File: src/rtl/lagsum_pkg.sv
package lagsum_pkg;

   localparam int WORD_W   = 36;
   localparam int TABLE_N  = 8;
   localparam int N_FIELDS = 2;

   typedef logic [WORD_W-1:0] word_t;

   // key applied before the field compare; a field that becomes zero is a reserved code
   localparam word_t XOR_KEY = 36'o001634000000;
   localparam logic [N_FIELDS-1:0][WORD_W-1:0] FIELD_MASK = {36'o000174000000, 36'o007600000000};

   function automatic word_t seed_word(input int unsigned i);
      case (i)
         0: seed_word = 36'o000007654321;
         1: seed_word = 36'o000076543210;
         2: seed_word = 36'o000765432100;
         3: seed_word = 36'o007654321000;
         4: seed_word = 36'o076543210000;
         5: seed_word = 36'o765432100000;
         6: seed_word = 36'o654321000007;
         default: seed_word = 36'o543210000076;
      endcase
   endfunction

endpackage

File: src/rtl/lagsum_core.sv
module lagsum_core
   import lagsum_pkg::*;
#(
   parameter int WORD_W  = lagsum_pkg::WORD_W,
   parameter int TABLE_N = lagsum_pkg::TABLE_N
) (
   input  logic                        clk,
   input  logic                        rst,
   input  logic                        step_i,
   input  logic                        load_i,
   input  logic [TABLE_N*WORD_W-1:0]   ld_tbl_i,
   input  logic [WORD_W-1:0]           ld_sum_i,
   input  logic [$clog2(TABLE_N):0]    ld_idx_i,
   output logic [TABLE_N*WORD_W-1:0]   tbl_o,
   output logic [WORD_W-1:0]           sum_o,
   output logic [$clog2(TABLE_N):0]    idx_o,
   output logic [WORD_W-1:0]           sum_next_o
);

   localparam int SEL_W = $clog2(TABLE_N);
   localparam int IDX_W = SEL_W + 1;

   logic [WORD_W-1:0] tbl_q [TABLE_N];
   logic [WORD_W-1:0] sum_q;
   logic [IDX_W-1:0]  idx_q;
   logic              idx_neg;
   logic [SEL_W-1:0]  sel;

   assign idx_neg    = idx_q[IDX_W-1];
   assign sel        = idx_neg ? SEL_W'(TABLE_N-1) : idx_q[SEL_W-1:0];
   assign sum_next_o = sum_q + tbl_q[sel];

   for (genvar e = 0; e < TABLE_N; e++) begin : g_entry
      always_ff @(posedge clk) begin
         if (rst)
            tbl_q[e] <= WORD_W'(seed_word(e));
         else if (load_i)
            tbl_q[e] <= ld_tbl_i[e*WORD_W +: WORD_W];
         else if (step_i && (sel == SEL_W'(e)))
            tbl_q[e] <= sum_next_o;
      end
      assign tbl_o[e*WORD_W +: WORD_W] = tbl_q[e];
   end

   always_ff @(posedge clk) begin
      if (rst) begin
         sum_q <= WORD_W'(seed_word(TABLE_N-1));
         idx_q <= IDX_W'(TABLE_N-1);
      end else if (load_i) begin
         sum_q <= ld_sum_i;
         idx_q <= ld_idx_i;
      end else if (step_i) begin
         sum_q <= sum_next_o;
         idx_q <= idx_neg ? IDX_W'(TABLE_N-2) : idx_q - 1'b1;
      end
   end

   assign sum_o = sum_q;
   assign idx_o = idx_q;

   assert_wrap_reload_R3: assert property (@(posedge clk) disable iff (rst)
      (step_i && !load_i && idx_neg) |=> (idx_q == IDX_W'(TABLE_N-2)));

   assert_entry_matches_sum_R2: assert property (@(posedge clk) disable iff (rst)
      (step_i && !load_i) |=> (sum_q == tbl_q[$past(sel)]));

endmodule

File: src/rtl/lagsum_snap.sv
module lagsum_snap
   import lagsum_pkg::*;
#(
   parameter int WORD_W  = lagsum_pkg::WORD_W,
   parameter int TABLE_N = lagsum_pkg::TABLE_N
) (
   input  logic                        clk,
   input  logic                        rst,
   input  logic                        capture_i,
   input  logic [TABLE_N*WORD_W-1:0]   cur_tbl_i,
   input  logic [WORD_W-1:0]           cur_sum_i,
   input  logic [$clog2(TABLE_N):0]    cur_idx_i,
   output logic [TABLE_N*WORD_W-1:0]   sv_tbl_o,
   output logic [WORD_W-1:0]           sv_sum_o,
   output logic [$clog2(TABLE_N):0]    sv_idx_o
);

   localparam int IDX_W = $clog2(TABLE_N) + 1;

   for (genvar e = 0; e < TABLE_N; e++) begin : g_shadow
      logic [WORD_W-1:0] ent_q;
      always_ff @(posedge clk) begin
         if (rst)
            ent_q <= WORD_W'(seed_word(e));
         else if (capture_i)
            ent_q <= cur_tbl_i[e*WORD_W +: WORD_W];
      end
      assign sv_tbl_o[e*WORD_W +: WORD_W] = ent_q;
   end

   always_ff @(posedge clk) begin
      if (rst) begin
         sv_sum_o <= WORD_W'(seed_word(TABLE_N-1));
         sv_idx_o <= IDX_W'(TABLE_N-1);
      end else if (capture_i) begin
         sv_sum_o <= cur_sum_i;
         sv_idx_o <= cur_idx_i;
      end
   end

   assert_capture_pre_step_R5: assert property (@(posedge clk) disable iff (rst)
      capture_i |=> (sv_sum_o == $past(cur_sum_i)) && (sv_idx_o == $past(cur_idx_i)));

endmodule

File: src/rtl/lagsum_screen.sv
module lagsum_screen
   import lagsum_pkg::*;
#(
   parameter int WORD_W   = lagsum_pkg::WORD_W,
   parameter int N_FIELDS = lagsum_pkg::N_FIELDS
) (
   input  logic [WORD_W-1:0] value_i,
   output logic              hit_o
);

   logic [N_FIELDS-1:0] field_hit;
   logic [WORD_W-1:0]   keyed;

   assign keyed = value_i ^ WORD_W'(XOR_KEY);

   for (genvar f = 0; f < N_FIELDS; f++) begin : g_field
      assign field_hit[f] = ((keyed & WORD_W'(FIELD_MASK[f])) == '0);
   end

   assign hit_o = |field_hit;

endmodule

File: src/rtl/lagsum_rng.sv
module lagsum_rng
   import lagsum_pkg::*;
#(
   parameter int WORD_W  = lagsum_pkg::WORD_W,
   parameter int TABLE_N = lagsum_pkg::TABLE_N
) (
   input  logic              clk,
   input  logic              rst,
   input  logic              next_i,
   input  logic              mark_i,
   input  logic              restore_i,
   input  logic              skip_en_i,
   output logic [WORD_W-1:0] data_o,
   output logic              valid_o
);

   localparam int IDX_W = $clog2(TABLE_N) + 1;

   if (WORD_W != 36) begin : g_bad_width
      $error("lagsum_rng: seeds are defined for 36-bit words only");
   end
   if (TABLE_N != 8) begin : g_bad_depth
      $error("lagsum_rng: seeds are defined for an eight-entry table only");
   end

   logic [TABLE_N*WORD_W-1:0] tbl, sv_tbl;
   logic [WORD_W-1:0]         sum, sv_sum, sum_next;
   logic [IDX_W-1:0]          idx, sv_idx;
   logic                      pending_q, start, do_step, hit, accept, capture;

   assign start   = next_i && !pending_q;
   assign do_step = (start || pending_q) && !restore_i;
   assign accept  = do_step && !(skip_en_i && hit);
   assign capture = mark_i && !restore_i;

   lagsum_core #(.WORD_W(WORD_W), .TABLE_N(TABLE_N)) core_i (
      .clk        (clk),
      .rst        (rst),
      .step_i     (do_step),
      .load_i     (restore_i),
      .ld_tbl_i   (sv_tbl),
      .ld_sum_i   (sv_sum),
      .ld_idx_i   (sv_idx),
      .tbl_o      (tbl),
      .sum_o      (sum),
      .idx_o      (idx),
      .sum_next_o (sum_next)
   );

   lagsum_snap #(.WORD_W(WORD_W), .TABLE_N(TABLE_N)) snap_i (
      .clk       (clk),
      .rst       (rst),
      .capture_i (capture),
      .cur_tbl_i (tbl),
      .cur_sum_i (sum),
      .cur_idx_i (idx),
      .sv_tbl_o  (sv_tbl),
      .sv_sum_o  (sv_sum),
      .sv_idx_o  (sv_idx)
   );

   lagsum_screen #(.WORD_W(WORD_W), .N_FIELDS(N_FIELDS)) screen_i (
      .value_i (sum_next),
      .hit_o   (hit)
   );

   always_ff @(posedge clk) begin
      if (rst) begin
         pending_q <= 1'b0;
         valid_o   <= 1'b0;
         data_o    <= '0;
      end else begin
         pending_q <= do_step && skip_en_i && hit;
         valid_o   <= accept;
         if (accept)
            data_o <= sum_next;
      end
   end

   assert_restore_quiet_R7: assert property (@(posedge clk) disable iff (rst)
      restore_i |=> !valid_o);

   assert_plain_latency_R4: assert property (@(posedge clk) disable iff (rst)
      (next_i && !restore_i && !pending_q && !skip_en_i) |=> (valid_o && data_o == $past(sum_next)));

   assert_no_reserved_out_R8: assert property (@(posedge clk) disable iff (rst)
      (valid_o && $past(skip_en_i)) |->
         ((data_o & 36'o007600000000) != 36'o001600000000) &&
         ((data_o & 36'o000174000000) != 36'o000034000000));

   assert_restore_loads_R6: assert property (@(posedge clk) disable iff (rst)
      restore_i |=> (sum == $past(sv_sum)) && (idx == $past(sv_idx)));

endmodule

File: config.mk
export PLATFORM = sky130hd
export DESIGN_NAME = lagsum_rng
export DESIGN_NICKNAME = d
export VERILOG_FILES = /design/src/rtl/lagsum_pkg.sv /design/src/rtl/lagsum_core.sv /design/src/rtl/lagsum_snap.sv /design/src/rtl/lagsum_screen.sv /design/src/rtl/lagsum_rng.sv
export SDC_FILE = /design/constraint.sdc
export NUM_CORES = 1
export LEC_CHECK = 0
export ABC_AREA = 1
export BUFFER_PORTS_ARGS = -buffer_cell sky130_fd_sc_hd__buf_2
export CAP_MARGIN = 40
export CORE_UTILIZATION = 49
export DETAILED_ROUTE_END_ITERATION = 7
export PLACE_DENSITY = 0.64
export SYNTH_ARGS = -nofsm -noshare
export SYNTH_HDL_FRONTEND = slang
export SYNTH_SLANG_ARGS = --single-unit
export TNS_END_PERCENT = 10
File: constraint.sdc
create_clock -name clk -period 3.4 [get_ports clk]
set_input_delay 0.17 -clock clk [delete_from_list [all_inputs] [get_ports clk]]
set_output_delay 0.17 -clock clk [all_outputs]
set_load 0.02 [all_outputs]
==> results.sh <==
export IMPL_syn_area_per_cell_um2=8.40
export IMPL_fmaxAchievable_ghz=0.272
export IMPL_r2r_end="data_o[20]$_SDFFE_PP0P_"
export IMPL_die_w_um=252
export IMPL_viasPerCell=5.80
export IMPL_place_ws_ps=-454
export IMPL_regToRegStartpoint="core_i.idx_o[0]$_SDFFE_PP1P_"
export IMPL_synthArstFlopShare_pct=0
export IMPL_status="finished with violations"
export IMPL_fin_crit_sh_pct=108
export IMPL_grt_overflow=0
export IMPL_area_delta_synth_final_pct=28.7
export IMPL_grt_max_degree=179
export IMPL_setup_viol=178
export IMPL_std_cell_rows=91
export IMPL_synth_seq_cells=694
export IMPL_place_hpwl_um=62900
export IMPL_hold_start="skip_en_i"
export IMPL_ir_worst_vdd_v=0.000424
export IMPL_coreArea_um2=61700
export IMPL_drv_cap=0
export IMPL_fill_cells=5025
export IMPL_startpoint_type="flip-flop"
export IMPL_comb_power_share_pct=28.8
export IMPL_violations="setup timing"
export IMPL_place_inst=4570
export IMPL_wl_met2_um=48900
export IMPL_met1Wirelength_um=44000
export IMPL_clk_root_buffer_cell="clkbuf_16"
export IMPL_synth_ff_type="dfxtp_1"
export IMPL_final_max_slew_viol_count=0
export IMPL_relSlewSlack_pct=35.4
export IMPL_synthCells=3642
export IMPL_crit_path_end_kind="flip-flop"
export IMPL_fp_dieH_um=252
export IMPL_crit_family="simple AND/OR/NAND/NOR gates"
export IMPL_ant_nets=0
export IMPL_grt_usage_pct=32.3
export IMPL_hold_viol=0
export IMPL_stdcell_count=4762
export IMPL_final_nets=3911
export IMPL_cp_slowest_cell="ha_1"
export IMPL_syn_cell_area_um2=30600
export IMPL_gp_congestion=1.00
export IMPL_portBuffers=42
export IMPL_cts_sinks=694
export IMPL_synth_compound_area_share_pct=15.7
export IMPL_clock_path_buffers=3
export IMPL_h_tree_depth=3
export IMPL_drive_gt1_share_pct=24.8
export IMPL_cpMostUsedCell="nand2_4"
export IMPL_crit_arrival_ps=4170
export IMPL_finClkSkew_ps=24.2
export IMPL_clock_latency_ps=630
export IMPL_worst_slack_ps=-272
export IMPL_p_clk_share_pct=31.7
export IMPL_min_to="data_o[35]$_SDFFE_PP0P_"
export IMPL_crit_start="core_i.idx_o[0]$_SDFFE_PP1P_"
export IMPL_p_seq_share_pct=39.5
export IMPL_regArea_um2=16800
export IMPL_topRoutingLayerUsed="met4"
export IMPL_dr_pass1_iters=8
export IMPL_worstSetupPathType="reg2reg"
export IMPL_p_per_area_nw_per_um2=618
export IMPL_layout_common_cells="nand2_1 (601), nor2_1 (516), dfxtp_1 (403)"
export IMPL_yosys_area_share_simple_pct=21.2
export IMPL_tightest_slew_ps=969
export IMPL_multi_input_area_um2=14300
export IMPL_routedWlPerCell_um=22.4
export IMPL_rsz0062_at_grt="true"
export IMPL_crit_required_ps=3900
export IMPL_path_clk_slew_ps=60
export IMPL_r2r_slack_ps=-270
export IMPL_finalCriticalPeriod_ps=3670
export IMPL_drt_iter0_drc=3175
export IMPL_layout_commonest_cell="nand2_1"
export IMPL_synth_seq_area_share_pct=54.9
export IMPL_synthMuxAreaShare_pct=0
export IMPL_synth_top_family_by_area="simple AND/OR/NAND/NOR gates"
export IMPL_fin_util_pct=63.8
export IMPL_p_int_uw=16600
export IMPL_ys_warn_count=0
export IMPL_pin_count=43
export IMPL_whs_path_depth=4
export IMPL_swShare_pct=31.7
export IMPL_synth_fp_nets=3686
export IMPL_cts_tree="yes"
export IMPL_grt_pass1_vias=25400
export IMPL_wirelength_um=107000
export IMPL_drc=0
export IMPL_critPathMaxStageDelay_ps=390
export IMPL_p_leak_uw=0.0158
export IMPL_crit_path_max_fanout=8
export IMPL_hp_class="in2reg"
export IMPL_synth_cell_types=51
export IMPL_initial_utilization_pct=49.5
export IMPL_grt_antenna_before_repair=2
export IMPL_num_vias=27600
export IMPL_die_area_um2=63400
export IMPL_synth_xor_area_share_pct=0.360
export IMPL_grt_pass1_wl_um=156000
export IMPL_synthAdderAreaFrac_pct=1.58
export IMPL_switchingPower_uw=7710
export IMPL_rr_worst_depth=28
export IMPL_path_buf_inv=5
export IMPL_route_met3_wl_um=9910
export IMPL_synth_edff_count=288
export IMPL_cts_made_buffers=74
[synthesized netlist by cell type, types with 6 or more instances]
master | n | area, µm²
o21ai_0 | 449 | 2250
nand2_2 | 15 | 93.8
nor3_1 | 8 | 40.0
nand3_2 | 33 | 330
nand4_1 | 7 | 43.8
o211ai_1 | 25 | 188
buf_1 | 14 | 52.6
a31oi_1 | 7 | 43.8
o41ai_1 | 6 | 52.6
dfxtp_1 | 406 | 8130
a21oi_1 | 169 | 846
inv_2 | 8 | 30.0
edfxtp_1 | 288 | 8650
nand2_1 | 751 | 2820
ha_1 | 37 | 463
nand3_1 | 133 | 666
o22ai_1 | 96 | 601
inv_1 | 244 | 916
clkbuf_1 | 208 | 781
o21ai_1 | 10 | 50.1
nor2_1 | 550 | 2060
o221ai_1 | 30 | 263
a22oi_1 | 9 | 67.6
o32ai_1 | 28 | 245
or2_2 | 42 | 263
[logic make-up (layout without fill, tap and decap cells)]
group	count (synthesis)	after routing
adder cells (fa/ha/maj)	38	38
flip-flops	694	694
AO/OA/AOI/OAI	854	854
buffers and inverters	488	770
XOR/XNOR	10	10
other	0	1
AND/OR/NAND/NOR	1558	1558
[routing by layer]
metal	global-route usage [%]	vias to the layer above
met5	0	-
met1	45.0	13300
met3	4.94	228
li1	-	12700
met2	50.3	1387
met4	12.8	0
[what timing repair did]
item / in CTS / in global routing
hold endpoints to repair: 3 / 0
resized for setup: 208 / 412
setup buffers: 28 / 31
pin swaps: 27 / 102
cloned: 4 / 7
setup endpoints to repair: 262 / 295
hold buffers: 1 / 0
[metrics by stage]
stage	cell area [µm²]	power, µW	hold slack, ps	setup TNS, ps
6_report	39400	24300	52.4	-23460
5_1_grt	39400	25100	60.9	-46660
4_1_cts	37400	23300	12.2	-14700
3_5_place_dp	33800	15100	440	-52990
3_3_place_gp	33800	15100	436	-47150
2_1_floorplan	30600	12300	425	0
[worst max path at each step]
stage / slack, ps / to / cells after the start
floorplan: 4 / data_o[15]$_SDFFE_PP0P_ / 27
global placement: -430 / core_i.tbl_q[3][32]$_DFFE_PP_ / 18
detailed placement: -450 / core_i.tbl_q[3][33]$_DFFE_PP_ / 19
CTS: -210 / data_o[1]$_SDFFE_PP0P_ / 26
global route: -380 / data_o[20]$_SDFFE_PP0P_ / 27
finish: -270 / data_o[20]$_SDFFE_PP0P_ / 28
[power by group through the flow]
stage	registers (µW)	clock network, µW	logic, µW
after floorplan	9720	0	2570
after global placement	9720	0	5380
after detailed placement	9730	0	5400
after CTS	9580	7770	5950
after global routing	9670	8100	7380
final	9610	7720	7000
[sequential cells by signal (all words and copies together), names as in the netlist]
signal           count
core_i.idx_o         4
core_i.ld_tbl_i    288
core_i.sum_o        36
core_i.tbl_q       288
data_o              36
pending_q            1
snap_i.sv_idx_o      4
snap_i.sv_sum_o     36
valid_o              1
[worst reg2reg max path, delay by kind of cell (launching register included)]
kind,cells,cell delay [ps]
compound gates,2,190
simple gates,20,1810
flops,1,370
fa+ha+maj,1,390
buf+inv,5,810
[layout make-up]
cell class	instances	share of cell area, %
inverters	254	2.56
well taps	837	2.66
clock buffers	119	5.49
repair buffers	383	9.96
multi-input cells	2460	36.4
flip-flops and latches	694	42.7
clock inverters	14	0.264
diodes	1	0.00636
No activity file was read; power rests on OpenSTA's default activity.
